$ cat config.mk
export PLATFORM = sky130hd
export DESIGN_NAME = unaligned_merge
export DESIGN_NICKNAME = d
export VERILOG_FILES = /design/src/rtl/umrg_pkg.sv /design/src/rtl/umrg_lane_ctl.sv /design/src/rtl/umrg_byte_rot.sv /design/src/rtl/umrg_lane_mux.sv /design/src/rtl/unaligned_merge.sv
export SDC_FILE = /design/constraint.sdc
export NUM_CORES = 1
export LEC_CHECK = 0
export CORE_ASPECT_RATIO = 0.6
export CORE_UTILIZATION = 55
export DETAILED_ROUTE_END_ITERATION = 16
export DONT_BUFFER_PORTS = 1
export GPL_ROUTABILITY_DRIVEN = 0
export PLACE_DENSITY = 0.73
export SYNTH_ARGS = -nofsm -noshare
export SYNTH_HDL_FRONTEND = slang
export SYNTH_HIERARCHICAL = 1
export SYNTH_SLANG_ARGS = --single-unit
export TNS_END_PERCENT = 1
$ cat constraint.sdc
create_clock -name vclk -period 3.8
set_input_delay 0.76 -clock vclk [all_inputs]
set_output_delay 0.76 -clock vclk [all_outputs]
set_load 0.01 [all_outputs]
$ cat src/rtl/umrg_pkg.sv
package umrg_pkg;
  typedef enum logic [3:0] {
    OP_LD_LEFT  = 4'b0001,
    OP_LD_RIGHT = 4'b0010,
    OP_ST_LEFT  = 4'b0100,
    OP_ST_RIGHT = 4'b1000
  } umrg_op_e;

  localparam int unsigned OP_W = 4;
endpackage

$ cat src/rtl/umrg_lane_ctl.sv
module umrg_lane_ctl
  import umrg_pkg::*;
#(
  parameter int unsigned BYTES = 4,
  localparam int unsigned IDXW = $clog2(BYTES)
) (
  input  logic [OP_W-1:0]  sel,
  input  logic [IDXW-1:0]  ofs,
  output logic [BYTES-1:0] take_new,
  output logic [IDXW-1:0]  rot,
  output logic             src_is_mem,
  output logic             sel_ok
);
  localparam int LAST = BYTES - 1;

  logic is_ll, is_lr, is_sl, is_sr;

  always_comb begin
    is_ll  = (sel == OP_LD_LEFT);
    is_lr  = (sel == OP_LD_RIGHT);
    is_sl  = (sel == OP_ST_LEFT);
    is_sr  = (sel == OP_ST_RIGHT);
    sel_ok = is_ll | is_lr | is_sl | is_sr;
    src_is_mem = is_ll | is_lr;
    // rotation so that lane j of the rotated source holds its byte
    unique case (1'b1)
      is_ll:   rot = ofs + IDXW'(1);
      is_lr:   rot = ofs;
      is_sl:   rot = IDXW'(LAST) - ofs;
      is_sr:   rot = IDXW'(0) - ofs;
      default: rot = '0;
    endcase
  end

  for (genvar j = 0; j < BYTES; j++) begin : g_lane
    always_comb begin
      take_new[j] = (is_ll && (j >= LAST - int'(ofs))) ||
                    (is_lr && (j <= LAST - int'(ofs))) ||
                    (is_sl && (j <= int'(ofs)))        ||
                    (is_sr && (j >= int'(ofs)));
    end
  end
endmodule

$ cat src/rtl/umrg_byte_rot.sv
module umrg_byte_rot #(
  parameter int unsigned BYTES = 4,
  localparam int unsigned IDXW = $clog2(BYTES),
  localparam int unsigned WIDTH = 8 * BYTES
) (
  input  logic [WIDTH-1:0] din,
  input  logic [IDXW-1:0]  rot,
  output logic [WIDTH-1:0] dout
);
  for (genvar j = 0; j < BYTES; j++) begin : g_byte
    logic [IDXW-1:0] src_idx;
    always_comb begin
      src_idx = IDXW'(j) + rot;
      dout[8*j +: 8] = din[8*src_idx +: 8];
    end
  end
endmodule

$ cat src/rtl/umrg_lane_mux.sv
module umrg_lane_mux #(
  parameter int unsigned BYTES = 4,
  localparam int unsigned WIDTH = 8 * BYTES
) (
  input  logic [WIDTH-1:0] new_word,
  input  logic [WIDTH-1:0] old_word,
  input  logic [BYTES-1:0] take_new,
  input  logic             sel_ok,
  output logic [WIDTH-1:0] merged
);
  for (genvar j = 0; j < BYTES; j++) begin : g_mux
    always_comb begin
      if (!sel_ok)          merged[8*j +: 8] = 8'h00;
      else if (take_new[j]) merged[8*j +: 8] = new_word[8*j +: 8];
      else                  merged[8*j +: 8] = old_word[8*j +: 8];
    end
  end
endmodule

$ cat src/rtl/unaligned_merge.sv
module unaligned_merge
  import umrg_pkg::*;
#(
  parameter int unsigned BYTES = 4,
  localparam int unsigned IDXW = $clog2(BYTES),
  localparam int unsigned WIDTH = 8 * BYTES
) (
  input  logic [OP_W-1:0]  op_sel,
  input  logic [IDXW-1:0]  addr_lo,
  input  logic [WIDTH-1:0] mem_word,
  input  logic [WIDTH-1:0] reg_word,
  output logic [WIDTH-1:0] result
);
  logic [BYTES-1:0] take_new;
  logic [IDXW-1:0]  rot;
  logic             src_is_mem;
  logic             sel_ok;
  logic [WIDTH-1:0] src_word;
  logic [WIDTH-1:0] old_word;
  logic [WIDTH-1:0] rot_word;

  umrg_lane_ctl #(.BYTES(BYTES)) u_ctl (
    .sel        (op_sel),
    .ofs        (addr_lo),
    .take_new   (take_new),
    .rot        (rot),
    .src_is_mem (src_is_mem),
    .sel_ok     (sel_ok)
  );

  always_comb begin
    src_word = src_is_mem ? mem_word : reg_word;
    old_word = src_is_mem ? reg_word : mem_word;
  end

  umrg_byte_rot #(.BYTES(BYTES)) u_rot (
    .din  (src_word),
    .rot  (rot),
    .dout (rot_word)
  );

  umrg_lane_mux #(.BYTES(BYTES)) u_mux (
    .new_word (rot_word),
    .old_word (old_word),
    .take_new (take_new),
    .sel_ok   (sel_ok),
    .merged   (result)
  );
endmodule

==> results.py <==
metrics = {
    "cells_and_area": {
        "final_common_cell": "mux2_4",
        "layout-drive-gt1-share": 0.511,
        "final_nets": 299,
        "nClkBuffers": 0,
        "area.growth.synth_to_final_pct": -3.44,
        "seq_cell_count": 0,
        "area.sequential_um2": 0,
        "mostFrequentLayoutCells": "mux2_4, nor2b_1, mux2i_1",
        "diodes": 0,
    },
    "floorplanning": {
        "die_w_um": 95.3,
        "core_mm2": 0.00480,
        "die_h_um": 58.0,
        "die_area_mm2": 0.00553,
        "start_util": 0.598,
        "num_io_pins": 102,
        "num_rows": 19,
    },
    "critical_path": {
        "cp_max_fo": 32,
        "path_class": "input port to output port",
        "endpoint_kind": "output port",
        "worstPathArrival_ns": 2.76,
        "start_kind": "input port",
        "crit_required_ns": 3.04,
    },
    "placement": {
        "io_buffers": 0,
        "dp_hpwl_um": 4690,
    },
    "synthesis": {
        "ys_seq_area_frac": 0,
        "syn_area_per_cell_um2": 12.2,
        "netlist.area_leader.share": 0.314,
        "synthTopCellsByArea": "mux2_4, mux4_2, mux2i_1, nor2b_1, buf_12",
        "synth_warnings": 6,
        "synth_cell_types": 34,
        "synthCells": 236,
        "synth_top_area_cell": "mux2_4",
        "syn_area_mm2": 0.00287,
        "syn-num-nets": 312,
    },
    "timing": {
        "tns_ns": 0,
        "fin_crit_ns": 3.52,
        "hold_viol": 0,
        "max_clock_freq_mhz": 284,
        "setup_viol": 0,
        "slew_headroom": 0.660,
        "period_share": 0.927,
        "slew_violations": 0,
        "tightest_slew_ns": 0.504,
        "rsz0062_at_grt": "no",
    },
    "power": {
        "leakagePower_nw": 0.989,
        "finalPower_uw": 359,
        "powerDensity_mw_per_mm2": 129,
        "switchingPower_uw": 151,
        "swShare": 0.420,
        "clock_power_share": 0,
        "seq_power_share": 0,
        "pwr-share-comb": 1.000,
        "ir_worst_vdd_mv": 0.0564,
        "p_int_uw": 208,
    },
    "drt": {
        "dr.pass1.iters": 4,
        "first_iter_violations": 94,
        "wl_um": 6050,
        "vias": 1908,
        "final_antenna_net_count": 0,
        "drc_errors": 0,
        "vias_per_cell": 6.72,
        "wl_per_cell_um": 21.3,
    },
    "global_route": {
        "grt_usage": 0.212,
        "grt-ovfl-total": 0,
        "grt_pass1_wl_um": 9300,
        "grt_pass1_vias": 1865,
        "grt_max_degree": 43,
        "antenna_found_initial": 0,
    },
    "clocking": {
        "postCtsHoldBufs": 0,
        "cts_setup_buffers": 0,
        "cts_resized": 0,
    },
    "min_path": {
        "hp-start": "op_sel[0]",
        "min_path_cells": 2,
        "hold_class": "input port to output port",
        "holdPathEnd": "result[10]",
    },
    "job": {
        "max-cap-violations": 0,
    },
    "outcome": {
        "status": "finished clean",
    },
}
area by class of cell:
class	instances	area [um2]
inverter	4	15.0
tap	63	78.8
multi-input combinational	206	2580
timing repair buffer	11	95.1
fill	433	2030
worst max path at each step:
stage / startpoint / end / slack (ns) / cells past startpoint
after floorplan: op_sel[0] / result[2] / 0.45 / 9
after global placement: addr_lo[1] / result[10] / 0.34 / 8
after detailed placement: addr_lo[1] / result[10] / 0.31 / 8
after CTS: addr_lo[1] / result[10] / 0.30 / 8
after global routing: addr_lo[1] / result[10] / 0.18 / 8
final: addr_lo[1] / result[10] / 0.28 / 8
kinds of logic (layout without fill, tap and decap cells):
logic type	count (synthesis)	after routing	share of synthesized area
xor gates and xnor gates	4	4	0.0122
adders and majority gates	6	6	0.0261
muxes	128	128	0.693
buffers and inverters	30	15	0.115
and+or+nand+nor	52	52	0.115
AOI/OAI and AO/OA	16	16	0.0392
cell usage after synthesis:
cell type,n
o21ai_0,4
or3b_1,1
or2_2,1
xnor2_1,2
mux4_1,1
nor3_1,2
buf_6,9
inv_1,4
o221ai_1,2
or4b_4,1
xor2_1,2
mux2i_1,32
nor2_1,4
o32ai_1,1
nand2_1,1
nor4b_1,2
a221o_2,1
buf_12,8
mux2_2,4
nand2b_1,1
and2b_1,1
ha_1,6
a32oi_1,2
nor2b_1,35
o21a_1,1
buf_4,3
o2bb2ai_1,1
o22ai_1,1
mux4_2,31
a21oi_1,3
buf_2,6
nand3b_1,1
mux2_4,60
nor3b_1,2
worst max-delay path: stages:
cell and delay, ns:
inv_1 0.09, ha_1 0.30, a32oi_1 0.14, o32ai_4 0.15
buf_4 0.43, mux4_2 0.55, mux2i_1 0.21, nor2b_1 0.12
stage by stage:
stage	area (um2)	instances	hold slack, ns	utilization	setup slack (ns)
floorplan	2870	236	1.87	-	0.454
global placement	2770	284	1.84	0.578	0.335
detailed placement	2770	284	1.85	0.578	0.310
CTS	2770	284	1.85	0.578	0.300
global route	2770	284	1.87	0.578	0.176
finish	2770	284	1.85	0.578	0.277
per-layer routing:
layer	GRT usage	part of all wire
met1	0.326	0.48
met5	0	0
met2	0.348	0.46
met3	0.0105	0.056
met4	0.00649	0.0026
power groups by stage:
stage	logic (mW)	registers, mW	clock network, mW
floorplan	0.339	0	0
CTS	0.360	0	0
detailed placement	0.359	0	0
global route	0.386	0	0
finish	0.359	0	0
global placement	0.352	0	0
Note: power is estimated with default switching activity, not from simulation.
